### src/rtl/slowclk_pkg.sv
// Shared constants and helpers for the slow clock ratio detector.
package slowclk_pkg;

    // Default bus-to-sampling clock ratio at which the error trips.
    localparam int unsigned DEF_RATIO = 32;

    // Default synchronizer depth (flops before edge detection).
    localparam int unsigned DEF_SYNC = 2;

    // Bits needed to hold a count from 0 up to and including lim.
    function automatic int unsigned cnt_bits(input int unsigned lim);
        return (lim < 2) ? 1 : $clog2(lim + 1);
    endfunction

endpackage

### src/rtl/slowclk_edge_sync.sv
// Brings the asynchronous sampling clock into the bus domain through a
// flop chain of SYNC_STAGES and flags each synchronized rising edge.
// Assumes samp_clk high and low phases each last longer than a bus cycle
// for every edge to be seen; shorter phases simply look like a slow clock.
module slowclk_edge_sync #(
    parameter int unsigned SYNC_STAGES = 2
) (
    input  logic bus_clk,
    input  logic rst_n,
    input  logic samp_clk,
    output logic rise_o
);
    localparam int unsigned CHAIN = (SYNC_STAGES < 2) ? 2 : SYNC_STAGES;

    logic [CHAIN-1:0] chain_q;
    logic             last_q;

    // Synchronizer chain: stage 0 captures the raw input.
    generate
        for (genvar g = 0; g < CHAIN; g++) begin : g_stage
            if (g == 0) begin : g_first
                always_ff @(posedge bus_clk) begin
                    if (!rst_n) chain_q[0] <= 1'b0;
                    else        chain_q[0] <= samp_clk;
                end
            end else begin : g_next
                always_ff @(posedge bus_clk) begin
                    if (!rst_n) chain_q[g] <= 1'b0;
                    else        chain_q[g] <= chain_q[g-1];
                end
            end
        end
    endgenerate

    // Delayed copy of the synchronized level for edge detection.
    always_ff @(posedge bus_clk) begin
        if (!rst_n) last_q <= 1'b0;
        else        last_q <= chain_q[CHAIN-1];
    end

    // A rising edge is a 1 now that was 0 one cycle ago.
    always_comb rise_o = chain_q[CHAIN-1] & ~last_q;

    // R6-related: an edge cannot repeat on consecutive cycles.
    a_r2_edge_spaced: assert property (@(posedge bus_clk) disable iff (!rst_n)
        rise_o |=> !rise_o);

endmodule

### src/rtl/slowclk_gap_cnt.sv
// Counts bus cycles since the last synchronized edge, saturating at LIMIT.
// Cleared by an edge or while detection is disabled. Reports when full.
module slowclk_gap_cnt #(
    parameter int unsigned LIMIT = 32
) (
    input  logic bus_clk,
    input  logic rst_n,
    input  logic clr_i,
    output logic full_o
);
    localparam int unsigned W = slowclk_pkg::cnt_bits(LIMIT);
    localparam logic [W-1:0] TOP = W'(LIMIT);

    logic [W-1:0] cnt_q;

    // Saturating gap count, restarted by clr_i.
    always_ff @(posedge bus_clk) begin
        if (!rst_n)            cnt_q <= '0;
        else if (clr_i)        cnt_q <= '0;
        else if (cnt_q != TOP) cnt_q <= cnt_q + 1'b1;
    end

    // Full once LIMIT cycles have elapsed without a clear.
    always_comb full_o = (cnt_q == TOP);

    a_r3_cnt_bounded: assert property (@(posedge bus_clk) disable iff (!rst_n)
        cnt_q <= TOP);
    a_r5_cnt_restarts: assert property (@(posedge bus_clk) disable iff (!rst_n)
        clr_i |=> (cnt_q == '0));
    a_r3_cnt_holds_full: assert property (@(posedge bus_clk) disable iff (!rst_n)
        (full_o && !clr_i) |=> full_o);

endmodule

### src/rtl/slowclk_err_flag.sv
// Holds the live error level and produces a one-cycle pulse on its rise.
// Sets when the gap count is full, clears on a timely edge, forced low
// while disabled. A late edge (count already full) does not clear.
module slowclk_err_flag (
    input  logic bus_clk,
    input  logic rst_n,
    input  logic det_off,
    input  logic edge_i,
    input  logic full_i,
    output logic err_o,
    output logic rise_o
);
    logic err_q;
    logic prev_q;

    // Live error level: disable wins, then trip, then timely-edge clear.
    always_ff @(posedge bus_clk) begin
        if (!rst_n)       err_q <= 1'b0;
        else if (det_off) err_q <= 1'b0;
        else if (full_i)  err_q <= 1'b1;
        else if (edge_i)  err_q <= 1'b0;
    end

    // Previous level for rise detection.
    always_ff @(posedge bus_clk) begin
        if (!rst_n) prev_q <= 1'b0;
        else        prev_q <= err_q;
    end

    // Pulse in the first cycle of a high level.
    always_comb rise_o = err_q & ~prev_q;
    always_comb err_o  = err_q;

    a_r5_off_forces_low: assert property (@(posedge bus_clk) disable iff (!rst_n)
        det_off |=> !err_o);
    a_r3_trip: assert property (@(posedge bus_clk) disable iff (!rst_n)
        (full_i && !det_off) |=> err_o);
    a_r4_timely_clear: assert property (@(posedge bus_clk) disable iff (!rst_n)
        (edge_i && !full_i) |=> !err_o);
    a_r6_pulse_single: assert property (@(posedge bus_clk) disable iff (!rst_n)
        rise_o |=> !rise_o);

endmodule

### src/rtl/slow_clk_monitor.sv
// Top of the slow clock ratio detector. Raises err_live while the
// synchronized sampling clock leaves more than RATIO bus cycles between
// rising edges, and pulses err_rise when that level goes high.
// Assumes rst_n is synchronous to bus_clk.
module slow_clk_monitor #(
    parameter int unsigned RATIO       = slowclk_pkg::DEF_RATIO,
    parameter int unsigned SYNC_STAGES = slowclk_pkg::DEF_SYNC
) (
    input  logic bus_clk,
    input  logic rst_n,
    input  logic samp_clk,
    input  logic det_off,
    output logic err_live,
    output logic err_rise
);
    logic edge_w;
    logic full_w;
    logic clr_w;

    // Counter restarts on an edge or while detection is off.
    always_comb clr_w = edge_w | det_off;

    slowclk_edge_sync #(.SYNC_STAGES(SYNC_STAGES)) u_sync (
        .bus_clk (bus_clk),
        .rst_n   (rst_n),
        .samp_clk(samp_clk),
        .rise_o  (edge_w)
    );

    slowclk_gap_cnt #(.LIMIT(RATIO)) u_cnt (
        .bus_clk(bus_clk),
        .rst_n  (rst_n),
        .clr_i  (clr_w),
        .full_o (full_w)
    );

    slowclk_err_flag u_flag (
        .bus_clk(bus_clk),
        .rst_n  (rst_n),
        .det_off(det_off),
        .edge_i (edge_w),
        .full_i (full_w),
        .err_o  (err_live),
        .rise_o (err_rise)
    );

    a_r1_reset_quiet: assert property (@(posedge bus_clk)
        !rst_n |=> (!err_live && !err_rise));

endmodule

### config.mk
export PLATFORM = sky130hd
export DESIGN_NAME = slow_clk_monitor
export DESIGN_NICKNAME = d
export VERILOG_FILES = /design/src/rtl/slowclk_pkg.sv /design/src/rtl/slowclk_edge_sync.sv /design/src/rtl/slowclk_gap_cnt.sv /design/src/rtl/slowclk_err_flag.sv /design/src/rtl/slow_clk_monitor.sv
export SDC_FILE = /design/constraint.sdc
export NUM_CORES = 1
export LEC_CHECK = 0
export CAP_MARGIN = 20
export CORE_AREA = 2 2 39 41
export CTS_CLUSTER_SIZE = 40
export DETAILED_ROUTE_END_ITERATION = 10
export DIE_AREA = 0 0 41 43
export PLACE_DENSITY_LB_ADDON = 0.05
export SLEW_MARGIN = 10
export SYNTH_ARGS = -nofsm -noshare
export SYNTH_HDL_FRONTEND = slang
export SYNTH_HIERARCHICAL = 1
export SYNTH_SLANG_ARGS = --single-unit
### constraint.sdc
create_clock -name bus_clk -period 1.65 [get_ports bus_clk]
set_input_delay 0.33 -clock bus_clk [delete_from_list [all_inputs] [get_ports bus_clk]]
set_output_delay 0.33 -clock bus_clk [all_outputs]
set_load 0.02 [all_outputs]
* Word level (Yosys, flattened, before mapping)
Index checks and enable logic that the tools add are counted.
Operators by class: muxes and demuxes 2, add/subtract/negate cells 1, equality and inequality tests 2, bitwise logic cells 6, reductions and logical operators 3
Operators by type and width (number):
- $add A6 B1 Y6 const B | 1
- $eq A6 B6 Y1 const B | 1
- $ne A6 B6 Y1 const B | 1
- $reduce_or A2 Y1 | 2
- $not A1 Y1 | 3
- $and A1 B1 Y1 | 2
- $mux W1 | 2
- $reduce_bool A2 Y1 | 1
- $or A1 B1 Y1 | 1
Word-level totals: output and inout port bits 2, input bits 4, register bits after elaboration 11

* Logic depth before layout (Yosys ltp)
word-level depth 4, depth in mapped cells 5

* Cells and area by module
The synthesis kept the hierarchy.
By module, submodules not included:
- slowclk_gap_cnt | cells an instance 33, times used 1, area an instance 296.5 sq um
- slowclk_edge_sync | cells an instance 7, times used 1, area an instance 92.6 sq um
- slowclk_err_flag | cells an instance 7, times used 1, area an instance 72.6 sq um
- slow_clk_monitor | cells an instance 1, times used 1, area an instance 6.3 sq um

* Worst setup path after synthesis
Ideal clock, no wire load.
path kind reg2out, from register u_flag.err_q (netlist: u_flag/err_o), to output port err_rise, path buffers 0, stages on the path, launching flop included 2, data arrival time 0.810 ns, slack 0.510 ns, cell sequence dfxtp_1 -> nor2b_1
Between the ends: longest elaborated chain between the ends 1
Ends and longest elaborated chain:
- start: declaration | line slowclk_err_flag.sv:13 | logic err_q;
- start signal: assignment | line slowclk_err_flag.sv:18 | if (!rst_n) err_q <= 1'b0;
- start signal: assignment | line slowclk_err_flag.sv:19 | else if (det_off) err_q <= 1'b0;
- start signal: assignment | line slowclk_err_flag.sv:20 | else if (full_i) err_q <= 1'b1;
- $and A1 B1 Y1 | line slowclk_err_flag.sv:31 | always_comb rise_o = err_q & ~prev_q;
- end: declaration | line slow_clk_monitor.sv:14 | output logic err_rise
No other way between the ends.

* Final worst setup path
from register u_flag.err_q (netlist: u_flag/err_o), to output port err_live
RTL lines:
- end: declaration | line slow_clk_monitor.sv:13 | output logic err_live,
No word-level cell between the ends.

==> metrics.md <==
| Metric | Value |
|---|---|
| WS Path Type | `reg -> out` |
| Pre-antenna DRT Iters | `4` |
| FF+latch count, synth | `11` |
| Initial DRC Count | `5` |
| Vias per cell | `4.781` |
| Pin count of the biggest net entering global routing | `7` |
| GRT overflow | `0` |
| Tcrit/Tclk final | `0.9394` |
| FP Rows | `14` |
| Mapped Avg Cell Area | `9.749 µm²` |
| Clk_skew | `0.0002013 ns` |
| Hold Slack | `0.4303 ns` |
| Routed Antenna Nets | `0` |
| DIE AREA | `1763 µm²` |
| Fmax | `~650 MHz` |
| Hold depth | `1` |
| CP Depth | `1` |
| Antenna cells | `0` |
| Layout cells sized above 1 | `0.1053` |
| Post-DP HPWL | `637.6 µm` |
| Pins Over Slew Limit | `0` |
| Max Cap Violations | `0` |
| CTS tree | `built` |
| CP required | `around 1.3 ns` |
| Hold wc startpoint | `u_sync/chain_q[0]$_SDFF_PN0_` |
| Most frequent cells in the layout | `dfxtp_1, nor3_1, clkdlybuf4s50_1, inv_1, and2_1` |
| Final setup vio count | `0` |
| Critical path cell sequence | `clkdlybuf4s50_1` |
| CP delay by family, top | `buffers and inverters` |
| Via count | `349` |
| Relative slew slack | `0.8313` |
| Hold crit path type | `reg -> reg` |
| Clk sinks | `11` |
| Final min period | `about 1.5 ns` |
| Arrival @ worst endpoint | `1.22 ns` |
| CTS Buf Count | `3` |
| Final hold violations | `0` |
| Initial antenna violation count | `0` |
| First-pass GRT wire length | `1380 µm` |
| Syn Std Cell Area | `467.9 µm²` |
| Post-CTS Resized | `1` |
| Clock Latency Late Sink | `0.26 ns` |
| Final nets | `between 60 and 70` |
| Placed Cells incl. Taps | `69` |
| Setup WS post-layout | `approximately 0.1 ns` |
| Worst R2R End | `u_flag/err_o$_SDFFE_PP0P_` |
| R2R cell count | `5` |
| Die Y | `43 µm` |
| Die width | `41 µm` |
| Startpoint types | `flop` |
| Finished Layout Cells | `73` |
| Worst reg2reg setup slack | `0.40 ns` |
| Synth Net Count | `54` |
| Core area | `1384 µm²` |
| Gate Count Post-Synth | `48` |
| IO buf count | `5` |
| CTS clk-pin slew, worst paths | `0.07 ns` |
| Critical Path Sink Type | `output port` |
| Syn-to-layout area delta | `20.32%` |
| Post-synthesis sequential area ratio | `0.4706` |
| Lkg Pwr | `0.2256 nW` |
| Clock root cell | `clkbuf_4` |
| # hold bufs at CTS | `0` |
| Power per cell area | `roughly 860 nW/µm²` |
| R2R Path Start | `u_cnt/cnt_q[0]$_SDFFE_PP0P_` |
| Setup TNS | `0 ns` |
| CP bufs+invs | `1` |
| WHS Endpoint | `u_sync/chain_q[1]$_SDFF_PN0_` |
| Setup bufs post-CTS | `0` |
| RSZ-0062 raised after global routing | `false` |
| Status | `finished, final reports clean` |
| Routability congestion estimate | `0.6607` |
| GRT Total Usage | `0.1187` |
| Synth cell types | `21` |
| # DRC | `0` |
| Starting density of the core | `0.3382` |
| Fill cells | `142` |
| CP max FO | `4` |
| Place WS | `0.1173 ns` |
| Worst-Margin Slew | `0.2521 ns` |
| I/O Pins | `6` |
| CP max stage delay | `approximately 0.6 ns` |
| Max Buffers Root-to-Sink | `2` |
| Worst vdd ir | `approximately 0.43 mV` |
| H-tree Lvls | `1` |
| Syn. warnings | `6` |
| Wire per inst | `11.47 µm` |
| Commonest non-fill, non-tap cell in the layout | `dfxtp_1` |
| Crit-path slowest cell | `clkdlybuf4s50_1` |
| Post-Route WL | `837 µm` |
| Vias in the first global route | `about 360` |
[kinds of logic after synthesis]
family / count (synthesis) / share of synthesized area
adder cells (fa/ha/maj): 2 / 0.05347
XOR/XNOR: 3 / 0.05616
AND/OR/NAND/NOR: 22 / 0.3128
AO/OA/AOI/OAI: 6 / 0.07486
flip-flops: 11 / 0.4706
buffers and inverters: 4 / 0.03208
[worst max-delay path by stage]
stage / start / end / slack, ns
final: u_flag/err_o$_SDFFE_PP0P_ / err_live / 0.10
after global routing: u_flag/err_o$_SDFFE_PP0P_ / err_live / 0.02
after CTS: u_flag/err_o$_SDFFE_PP0P_ / err_live / 0.08
after detailed placement: det_off / u_cnt/cnt_q[0]$_SDFFE_PP0P_ / 0.12
after global placement: det_off / u_cnt/cnt_q[0]$_SDFFE_PP0P_ / 0.13
after floorplan: u_flag/err_o$_SDFFE_PP0P_ / err_rise / 0.51
[worst register-to-register path, stage by stage (launching register included)]
cell       delay, ns
dfxtp_1         0.40
inv_1           0.08
ha_1            0.22
nand4bb_1       0.13
nor2_1          0.10
o211a_1         0.23
[stage by stage]
| stage | cell area, µm² | utilization | power, mW |
|---|---|---|---|
| detailed placement | 538.0 | 0.3888 | 0.3063 |
| global placement | 538.0 | 0.3888 | 0.3047 |
| floorplan | 467.9 | - | 0.2933 |
| global route | 563.0 | 0.4069 | 0.5087 |
| finish | 563.0 | 0.4069 | 0.4818 |
| CTS | 563.0 | 0.4069 | 0.4903 |
[metal layers]
| metal | share of wire | wire [µm] | track usage |
|---|---|---|---|
| met1 | 0.42 | 349 | 0.1100 |
| met2 | 0.53 | 446 | 0.1969 |
| met3 | 0.048 | 40 | 0.04712 |
| met4 | 0 | 0 | 0.08000 |
| met5 | 0 | 0 | 0 |
[state kept, by name, summed over array words and instances (netlist names)]
name / flops
u_cnt/cnt_q: 6
u_flag/err_o: 1
u_flag/prev_q: 1
u_sync/chain_q: 2
u_sync/last_q: 1
[power by group]
group / internal [mW] / leakage [nW] / switching, mW / total (mW)
Sequential: 0.271 / 0.0894 / 0.00403 / 0.275
Combinational: 0.0143 / 0.121 / 0.0111 / 0.0254
Clock: 0.0934 / 0.0150 / 0.0882 / 0.182
Total: 0.378 / 0.226 / 0.103 / 0.482
[synth_stat cells]
cell type / n / area share
a21oi_1: 3 / 0.032
and2_1: 4 / 0.053
and4bb_2: 1 / 0.027
dfxtp_1: 11 / 0.47
ha_1: 2 / 0.053
inv_1: 4 / 0.032
nand2_1: 1 / 0.0080
nand2b_1: 1 / 0.013
nand3_1: 2 / 0.021
nand3_2: 1 / 0.021
nand4bb_1: 1 / 0.024
nor2_1: 1 / 0.0080
nor2b_1: 2 / 0.027
nor2b_4: 1 / 0.029
nor3_1: 5 / 0.053
o211a_1: 1 / 0.021
o21ai_0: 2 / 0.021
or2_1: 1 / 0.013
or3_1: 1 / 0.013
xnor2_1: 2 / 0.037
xor2_1: 1 / 0.019
[area by class of cell]
cell class | count | area [µm²] | share of cell area
multi-input combinational | 33 | 232.7 | 0.4133
timing repair buffer | 5 | 48.80 | 0.08667
sequential | 11 | 220.2 | 0.3911
tap | 16 | 20.02 | 0.03556
inverter | 4 | 15.01 | 0.02667
clock buffer | 4 | 26.28 | 0.04667
No activity file was read; power rests on OpenSTA's default activity.
